==> src/rtl/thin_pkg.sv <==
package thin_pkg;
  typedef enum logic [1:0] {
    PASS_THIN_A  = 2'd0,
    PASS_THIN_B  = 2'd1,
    PASS_CLEAN_N = 2'd2,
    PASS_CLEAN_S = 2'd3
  } pass_e;

  typedef enum logic [1:0] {
    ST_IDLE  = 2'd0,
    ST_SCAN  = 2'd1,
    ST_DRAIN = 2'd2
  } state_e;
endpackage

==> src/rtl/thin_window.sv <==
module thin_window #(
  parameter int IMG_W = 256
) (
  input  logic       clk,
  input  logic       rst_n,
  input  logic       shift_en,
  input  logic       bit_in,
  output logic       ctr,
  output logic [7:0] nb   // [0]=N [1]=NE [2]=E [3]=SE [4]=S [5]=SW [6]=W [7]=NW
);
  localparam int SR_LEN  = 2 * IMG_W + 2;
  localparam int WIN_LEN = SR_LEN + 1;

  logic [SR_LEN-1:0]  sr_q, sr_d;
  logic [WIN_LEN-1:0] win;

  // win[k] holds the pixel k positions before the newest one
  assign win = {sr_q, bit_in};

  always_comb begin
    sr_d = sr_q;
    if (shift_en) sr_d = win[SR_LEN-1:0];
  end

  always_ff @(posedge clk or negedge rst_n) begin
    if (!rst_n) sr_q <= '1;
    else        sr_q <= sr_d;
  end

  assign ctr   = win[IMG_W+1];
  assign nb[0] = win[2*IMG_W+1];
  assign nb[1] = win[2*IMG_W];
  assign nb[2] = win[IMG_W];
  assign nb[3] = win[0];
  assign nb[4] = win[1];
  assign nb[5] = win[2];
  assign nb[6] = win[IMG_W+2];
  assign nb[7] = win[2*IMG_W+2];
endmodule

==> src/rtl/thin_rules.sv <==
module thin_rules
  import thin_pkg::*;
(
  input  pass_e      kind,
  input  logic       ctr,
  input  logic [7:0] nb,
  input  logic       border,
  output logic       del
);
  logic [7:0] rg;
  logic [3:0] n_ridge;
  logic [3:0] n_step;
  logic       rn, rne, re, rse, rs, rsw, rw, rnw;
  logic       core_ok, dir_ok, clean_ok;

  assign rg = ~nb;
  assign {rnw, rw, rsw, rs, rse, re, rne, rn} = rg;

  always_comb begin
    n_ridge = '0;
    n_step  = '0;
    for (int k = 0; k < 8; k++) begin
      n_ridge = n_ridge + 4'(rg[k]);
      if (!rg[k] && rg[(k + 1) % 8]) n_step = n_step + 4'd1;
    end
  end

  assign core_ok = (n_ridge >= 4'd2) && (n_ridge <= 4'd6) && (n_step == 4'd1);

  always_comb begin
    dir_ok   = 1'b0;
    clean_ok = 1'b0;
    case (kind)
      PASS_THIN_A:  dir_ok = !(rn && re && rs) && !(re && rs && rw);
      PASS_THIN_B:  dir_ok = !(rn && re && rw) && !(rn && rs && rw);
      PASS_CLEAN_N: clean_ok = (rn && re && !rne && !rs && !rw && !rsw) ||
                               (rn && rw && !rnw && !rs && !re && !rse);
      default:      clean_ok = (rs && re && !rse && !rn && !rw && !rnw) ||
                               (rs && rw && !rsw && !rn && !re && !rne);
    endcase
  end

  assign del = !border && !ctr &&
               (((kind == PASS_THIN_A) || (kind == PASS_THIN_B)) ? (core_ok && dir_ok) : clean_ok);
endmodule

==> src/rtl/thin_ctrl.sv <==
module thin_ctrl
  import thin_pkg::*;
#(
  parameter int IMG_W = 256,
  parameter int IMG_H = 256,
  parameter int CNT_W = 8
) (
  input  logic                   clk,
  input  logic                   rst_n,
  input  logic                   start,
  input  logic                   del,
  output logic                   busy,
  output logic                   done,
  output logic [CNT_W-1:0]       iter_count,
  output logic                   rd_en,
  output logic [$clog2(IMG_W*IMG_H):0] rd_addr,
  output logic                   win_shift,
  output logic                   win_from_mem,
  output logic                   wr_en,
  output logic [$clog2(IMG_W*IMG_H):0] wr_addr,
  output logic                   border,
  output pass_e                  kind
);
  localparam int NPIX   = IMG_W * IMG_H;
  localparam int PIX_AW = $clog2(NPIX);
  localparam int SCAN_W = $clog2(NPIX + IMG_W + 1);
  localparam int COL_W  = $clog2(IMG_W);
  localparam int ROW_W  = $clog2(IMG_H);
  localparam logic [SCAN_W-1:0] SCAN_LAST = SCAN_W'(NPIX + IMG_W);
  localparam logic [SCAN_W-1:0] SCAN_NPIX = SCAN_W'(NPIX);
  localparam logic [SCAN_W-1:0] SCAN_EMIT = SCAN_W'(IMG_W + 1);
  localparam logic [COL_W-1:0]  COL_LAST  = COL_W'(IMG_W - 1);
  localparam logic [ROW_W-1:0]  ROW_LAST  = ROW_W'(IMG_H - 1);

  state_e              state_q, state_d;
  pass_e               kind_q, kind_d;
  logic                src_q, src_d;
  logic [SCAN_W-1:0]   cnt_q, cnt_d;
  logic                v1_q, v1_d, inimg_q, inimg_d, emit_q, emit_d;
  logic [PIX_AW-1:0]   cidx_q, cidx_d;
  logic [COL_W-1:0]    ccol_q, ccol_d;
  logic [ROW_W-1:0]    crow_q, crow_d;
  logic                chg_q, chg_d, chg_any;
  logic [CNT_W-1:0]    iter_q, iter_d;
  logic                done_q, done_d;

  assign wr_en   = v1_q && emit_q;
  assign chg_any = chg_q || (wr_en && del);

  always_comb begin
    state_d = state_q;
    kind_d  = kind_q;
    src_d   = src_q;
    cnt_d   = cnt_q;
    cidx_d  = cidx_q;
    ccol_d  = ccol_q;
    crow_d  = crow_q;
    chg_d   = chg_any;
    iter_d  = iter_q;
    done_d  = 1'b0;
    v1_d    = 1'b0;
    inimg_d = 1'b0;
    emit_d  = 1'b0;

    if (wr_en) begin
      cidx_d = cidx_q + 1'b1;
      if (ccol_q == COL_LAST) begin
        ccol_d = '0;
        crow_d = crow_q + 1'b1;
      end else begin
        ccol_d = ccol_q + 1'b1;
      end
    end

    case (state_q)
      ST_IDLE: begin
        if (start) begin
          state_d = ST_SCAN;
          kind_d  = PASS_THIN_A;
          src_d   = 1'b0;
          cnt_d   = '0;
          cidx_d  = '0;
          ccol_d  = '0;
          crow_d  = '0;
          chg_d   = 1'b0;
          iter_d  = '0;
        end
      end
      ST_SCAN: begin
        v1_d    = 1'b1;
        inimg_d = cnt_q < SCAN_NPIX;
        emit_d  = cnt_q >= SCAN_EMIT;
        cnt_d   = cnt_q + 1'b1;
        if (cnt_q == SCAN_LAST) state_d = ST_DRAIN;
      end
      default: begin
        state_d = ST_SCAN;
        src_d   = !src_q;
        cnt_d   = '0;
        cidx_d  = '0;
        ccol_d  = '0;
        crow_d  = '0;
        case (kind_q)
          PASS_THIN_A: kind_d = PASS_THIN_B;
          PASS_THIN_B: begin
            iter_d = iter_q + 1'b1;
            if (chg_any) begin
              kind_d = PASS_THIN_A;
              chg_d  = 1'b0;
            end else begin
              kind_d = PASS_CLEAN_N;
            end
          end
          PASS_CLEAN_N: kind_d = PASS_CLEAN_S;
          default: begin
            state_d = ST_IDLE;
            done_d  = 1'b1;
          end
        endcase
      end
    endcase
  end

  always_ff @(posedge clk or negedge rst_n) begin
    if (!rst_n) begin
      state_q <= ST_IDLE;
      kind_q  <= PASS_THIN_A;
      src_q   <= 1'b0;
      cnt_q   <= '0;
      v1_q    <= 1'b0;
      inimg_q <= 1'b0;
      emit_q  <= 1'b0;
      cidx_q  <= '0;
      ccol_q  <= '0;
      crow_q  <= '0;
      chg_q   <= 1'b0;
      iter_q  <= '0;
      done_q  <= 1'b0;
    end else begin
      state_q <= state_d;
      kind_q  <= kind_d;
      src_q   <= src_d;
      cnt_q   <= cnt_d;
      v1_q    <= v1_d;
      inimg_q <= inimg_d;
      emit_q  <= emit_d;
      cidx_q  <= cidx_d;
      ccol_q  <= ccol_d;
      crow_q  <= crow_d;
      chg_q   <= chg_d;
      iter_q  <= iter_d;
      done_q  <= done_d;
    end
  end

  assign busy         = (state_q != ST_IDLE);
  assign done         = done_q;
  assign iter_count   = iter_q;
  assign rd_en        = (state_q == ST_SCAN) && (cnt_q < SCAN_NPIX);
  assign rd_addr      = {src_q, cnt_q[PIX_AW-1:0]};
  assign win_shift    = v1_q;
  assign win_from_mem = inimg_q;
  assign wr_addr      = {!src_q, cidx_q};
  assign border       = (ccol_q == '0) || (ccol_q == COL_LAST) ||
                        (crow_q == '0) || (crow_q == ROW_LAST);
  assign kind         = kind_q;
endmodule

==> src/rtl/thin_unit.sv <==
module thin_unit
  import thin_pkg::*;
#(
  parameter int IMG_W = 256,
  parameter int IMG_H = 256,
  parameter int CNT_W = 8,
  localparam int ADDR_W = $clog2(IMG_W * IMG_H) + 1
) (
  input  logic              clk,
  input  logic              rst_n,
  input  logic              start,
  output logic              busy,
  output logic              done,
  output logic [CNT_W-1:0]  iter_count,
  output logic              mem_rd_en,
  output logic [ADDR_W-1:0] mem_rd_addr,
  input  logic              mem_rd_data,
  output logic              mem_wr_en,
  output logic [ADDR_W-1:0] mem_wr_addr,
  output logic              mem_wr_data
);
  logic       win_shift, win_from_mem, ctr, border, del;
  logic [7:0] nb;
  pass_e      kind;

  thin_ctrl #(.IMG_W(IMG_W), .IMG_H(IMG_H), .CNT_W(CNT_W)) u_ctrl (
    .clk(clk), .rst_n(rst_n), .start(start), .del(del),
    .busy(busy), .done(done), .iter_count(iter_count),
    .rd_en(mem_rd_en), .rd_addr(mem_rd_addr),
    .win_shift(win_shift), .win_from_mem(win_from_mem),
    .wr_en(mem_wr_en), .wr_addr(mem_wr_addr),
    .border(border), .kind(kind)
  );

  thin_window #(.IMG_W(IMG_W)) u_win (
    .clk(clk), .rst_n(rst_n), .shift_en(win_shift),
    .bit_in(win_from_mem ? mem_rd_data : 1'b1),
    .ctr(ctr), .nb(nb)
  );

  thin_rules u_rules (
    .kind(kind), .ctr(ctr), .nb(nb), .border(border), .del(del)
  );

  assign mem_wr_data = ctr | del;
endmodule

==> config.mk <==
export PLATFORM = sky130hd
export DESIGN_NAME = thin_unit
export DESIGN_NICKNAME = d
export VERILOG_FILES = /design/src/rtl/thin_pkg.sv /design/src/rtl/thin_window.sv /design/src/rtl/thin_rules.sv /design/src/rtl/thin_ctrl.sv /design/src/rtl/thin_unit.sv
export SDC_FILE = /design/constraint.sdc
export NUM_CORES = 1
export LEC_CHECK = 0
export BUFFER_PORTS_ARGS = -buffer_cell sky130_fd_sc_hd__buf_2
export CAP_MARGIN = 25
export CORE_MARGIN = 1
export CORE_UTILIZATION = 32
export DETAILED_ROUTE_END_ITERATION = 7
export PLACE_DENSITY = 0.43
export SETUP_SLACK_MARGIN = 0.3
export SYNTH_ARGS = -nofsm -noshare
export SYNTH_HDL_FRONTEND = slang
export SYNTH_SLANG_ARGS = --single-unit
export TNS_END_PERCENT = 5
==> constraint.sdc <==
create_clock -name clk -period 7.6 [get_ports clk]
set_input_delay 1.14 -clock clk [delete_from_list [all_inputs] [get_ports clk]]
set_output_delay 1.14 -clock clk [all_outputs]
set_load 0.005 [all_outputs]
==> results <==
- The initial standard-cell utilization of the core is 32.5%.
- The count of buffers from port buffering is 50.
- Wire segments on met2 add up to 16900 µm in the final route.
- The worst setup path is captured at an output pin.
- The die footprint is 75500 µm².
- The largest net degree at the start of global routing is 174.
- The number of distinct library cells after synthesis is 61.
- STA classifies the critical path startpoint as an input port.
- The post-synth design cell area is 23800 µm².
- The area added between synthesis and finish is 14.0%.
- Clock tree synthesis found a total of 581 sinks.
- The number of placed I/O pins is 51.
- The total global-route track usage is 10.1%.
- Measured along the x axis, the die boundary spans 275 µm.
- The share of async-settable or async-resettable flops after synthesis is 100%.
- Dividing the detail-routed wire length by the instance count gives 13.8 µm.
- The total number of nets in the final design is 1658.
- The number of global-route vias before repair is 13000.
- The number of buffers inserted by post-CTS setup repair is 0.
- dfstp_2 is the most common cell in the netlist.
- The clock group share of total power is 45.1%.
- The data arrival time of the critical path is 5560 ps.
- The final critical delay including setup and external delays is 6700 ps.
- Clock skew on the completed layout was measured at 13.4 ps.
- Counting every net in the synthesized netlist gives 1619.
- Per report_power, the sequential group accounts for 49.1% of the total.
- The count of endpoints failing setup in the final report is 0.
- The internal power is 5.30 mW.
- Setup repair after global routing left no endpoint under its margin.
- Summed over all nets, the switching power comes to 1.55 mW.
- Static timing analysis puts the maximum clock frequency at 149 MHz.
- After clock tree synthesis, the clock-pin slew on the worst setup and hold paths is 60 ps.
- The portion of synthesized cell area occupied by the leading cell type is 56.7%.
- Ranked by total cell area, the synthesized netlist is headed by dfstp_2, mux2_2, dfrtp_1.
- The area inside the core boundary is 73300 µm².
- The total placed instance area is 25000 µm².
- The post-synthesis instance total is 1587.
- The transition at the pin with the smallest max-transition slack is 992 ps.
- The average size of a mapped cell is 15.0 µm².
- The category of the most critical setup path is in2out.
- In this run the deepest clock path goes through 3 buffers.
- The net switching fraction of the power is 22.6%.
- 0 antenna diodes ended up in the layout.
- The final max-slew violation count was 0.
- The wire length of the first global-routing pass is 64300 µm.
- The number of antenna-violating nets in the routed design is 0.
- The remaining routing DRC violations is 5.
- Along the worst hold path, the cell count comes to 1.
- The total length of routed wires is 36200 µm.
- The type of the tightest min-delay check is reg2reg.
- The finished cells cover 27100 µm².
- The period utilization is 88.2%.
- The overall die height is 275 µm.
- The share of layout cells above drive strength 1 is 71.3%.
- The count of hold buffers inserted by post-cts repair is 0.
- Before antenna repair, the detailed router went through 8 iterations.
- The power density over cell area is 252 nW/µm².
- The highest layer touched by signal routing is met4.
- Across the run, the number of max-cap violations was 0.
- Measured in cells, the most critical reg-to-reg path has a length of 20.
- The last weighted congestion value of the routability-driven placer is 0.762.
- The checks that failed: DRC.
- The sequential cell area fraction in the yosys report is 63.8%.
- The critical path goes through buf_2 -> nand2b_4 -> inv_4 -> nand3_1 -> o21ai_0 -> a21oi_1 -> ha_1 -> mux2_2 -> ha_1 -> mux2i_1 -> a32o_1 -> a21oi_1 -> ha_1 -> nand2_1 -> nand2_1 -> ha_1 -> nor2_1 -> o21ba_2 -> ha_1 -> a32o_1 -> xor2_1 -> and4b_1 -> a41o_1 -> buf_2.
- The library cell with the largest summed area after synthesis is dfstp_2.
- The number of flops mapped to enable cells by yosys is 0.
- Counting both buffers and inverters, the worst setup path holds a total of 3.
- The final hold violation count is 0.
- The clock tree from TritonCTS is built.
- The most numerous cell on the critical path is ha_1.
- The latest clock arrival within the worst-skew pair is 580 ps.
- In the detailed route, the total length drawn on met3 is 1290 µm.
- Among all flip-flop cells after synthesis, the most frequent one is dfstp_2.
- For this run the aggregate overflow at the end of global routing stands at 0.
- After detailed routing, the wire length on met1 is 16800 µm.
- After clock tree synthesis, the repair step resized 0 gates.
- The number of warnings issued by yosys is 0.
- The via count is 12100.
- The half-perimeter wire length after detailed placement is 20200 µm.
- The slowest stage of the critical path is the a21oi_1 cell.
- The per-cell via count in the routed design is 4.61.
- The H-tree was split into 3 levels.
- The flow ran to the end, but the final reports show violations.
- The highest net fanout along the worst path is 8.
- Power comes to 6.85 mW.
- STA puts the critical path data required time at 6460 ps.
- The initial antenna violation count is 0.
- Of the total power, combinational logic draws 5.8%.
- The delay of the slowest cell on the worst path is 350 ps.
- The logic depth of the worst path, buffers included is 24.
- The maximum resistive drop on vdd is 0.141 mV.
- The floorplan has 99 rows.
- The total leakage power is 11.4 nW.
- The total CTS buffers is 67.
- Synthesis inferred 581 register bits.
- Grouping stages by cell kind, the critical path spends the most delay in compound AO/OA/AOI/OAI gates.
- Counting instances in the post-synthesis netlist gives the leading cell types as dfstp_2, mux2_2, clkbuf_1, dfrtp_1, nor2_1.
- The root buffer cell chosen for the clock tree is clkbuf_16.
- The number of DRC markers in iteration 0 is 642.
- The setup total negative slack is 0 ps.
- In this run the tightest slew margin relative to its limit is 33.9%.
==> logic make-up after synthesis <==
group / after synthesis / share of synthesized area (%)
buffers and inverters: 123 / 2.28
multiplexers: 512 / 24.2
adder cells (fa/ha/maj): 28 / 1.60
AO/OA/AOI/OAI: 106 / 2.77
flip-flops: 581 / 63.8
AND/OR/NAND/NOR: 202 / 4.11
XOR/XNOR: 35 / 1.29
==> final timing paths <==
| kind | startpoint | end | slack (ps) |
|---|---|---|---|
| setup / recovery | mem_rd_data | mem_wr_data | 900 |
| hold / removal | u_ctrl.cnt_q[15] | u_ctrl.cnt_q[15] | 520 |
| setup reg to reg | u_win.sr_q[512] | u_ctrl.kind[1] | 2620 |
| hold reg to reg | u_ctrl.cnt_q[15] | u_ctrl.cnt_q[15] | 520 |
| max in group asynchronous | rst_n | u_ctrl.iter_count[1] | 5740 |
| min in group asynchronous | rst_n | u_win.sr_q[474] | 890 |
==> final cells by class <==
cell class / count / area [µm²]
timing repair buffer: 62 / 420
fill: 6960 / 46200
sequential: 581 / 15200
clock buffer: 106 / 2030
tap: 959 / 1200
multi-input combinational: 883 / 8090
clock inverter: 9 / 101
inverter: 31 / 119
==> registers in the layout (all words and copies together) (netlist names), 2 cells and up <==
| register | cells |
|---|---|
| u_ctrl.ccol_q | 8 |
| u_ctrl.cidx_q | 16 |
| u_ctrl.cnt_q | 17 |
| u_ctrl.crow_q | 8 |
| u_ctrl.iter_count | 8 |
| u_ctrl.kind | 2 |
| u_ctrl.state_q | 2 |
| u_win.sr_q | 514 |
==> power groups by stage <==
stage	registers [mW]	logic (mW)	clock network, mW
global placement	3.40	0.398	0
global route	3.38	0.464	3.38
CTS	3.36	0.408	3.27
floorplan	3.37	0.272	0
detailed placement	3.41	0.406	0
finish	3.36	0.396	3.09
==> layout by cell type (no fill, tap or decap), types with 3 or more instances in the layout <==
cell type  Yosys  final
a21o_1         3      3
a21oi_1       22     22
a22o_1         3      3
a31oi_1        9      9
and2_1         4      4
and3_1        14     14
and4_1         3      3
buf_12         0      4
buf_2          2     49
buf_4         20      7
clkbuf_1      67     23
clkbuf_16      0     71
clkbuf_8       0     12
clkinv_2       0      5
dfrtp_1       67     66
dfstp_2      514    514
fa_1           4      4
ha_1          24     24
inv_1         25     25
inv_2          5      5
mux2_2       508    508
mux2i_1        4      4
nand2_1       55     55
nand3_1       13     13
nand4_1       17     17
nor2_1        66     65
nor3_1         7      7
o211ai_1       3      3
o21ai_0       41     41
o21ai_1        5      5
or3_1          5      5
xnor2_1       14     14
xor2_1        21     21
==> layer usage <==
| layer | global-route usage [%] | vias up |
|---|---|---|
| met5 | 0 | - |
| met4 | 4.46 | 0 |
| met3 | 2.33 | 85 |
| met2 | 16.1 | 141 |
| met1 | 13.2 | 6261 |
| li1 | - | 5639 |
==> per-stage QoR <==
stage	hold slack, ps	utilization (%)	cells	worst slack [ps]
3_3_place_gp	507	34.1	2515	1040
2_1_floorplan	463	-	1587	1610
6_report	520	37.0	2631	897
4_1_cts	530	37.0	2630	908
3_5_place_dp	522	34.1	2515	924
5_1_grt	562	37.0	2631	645
(Power assumes the default switching activity.)
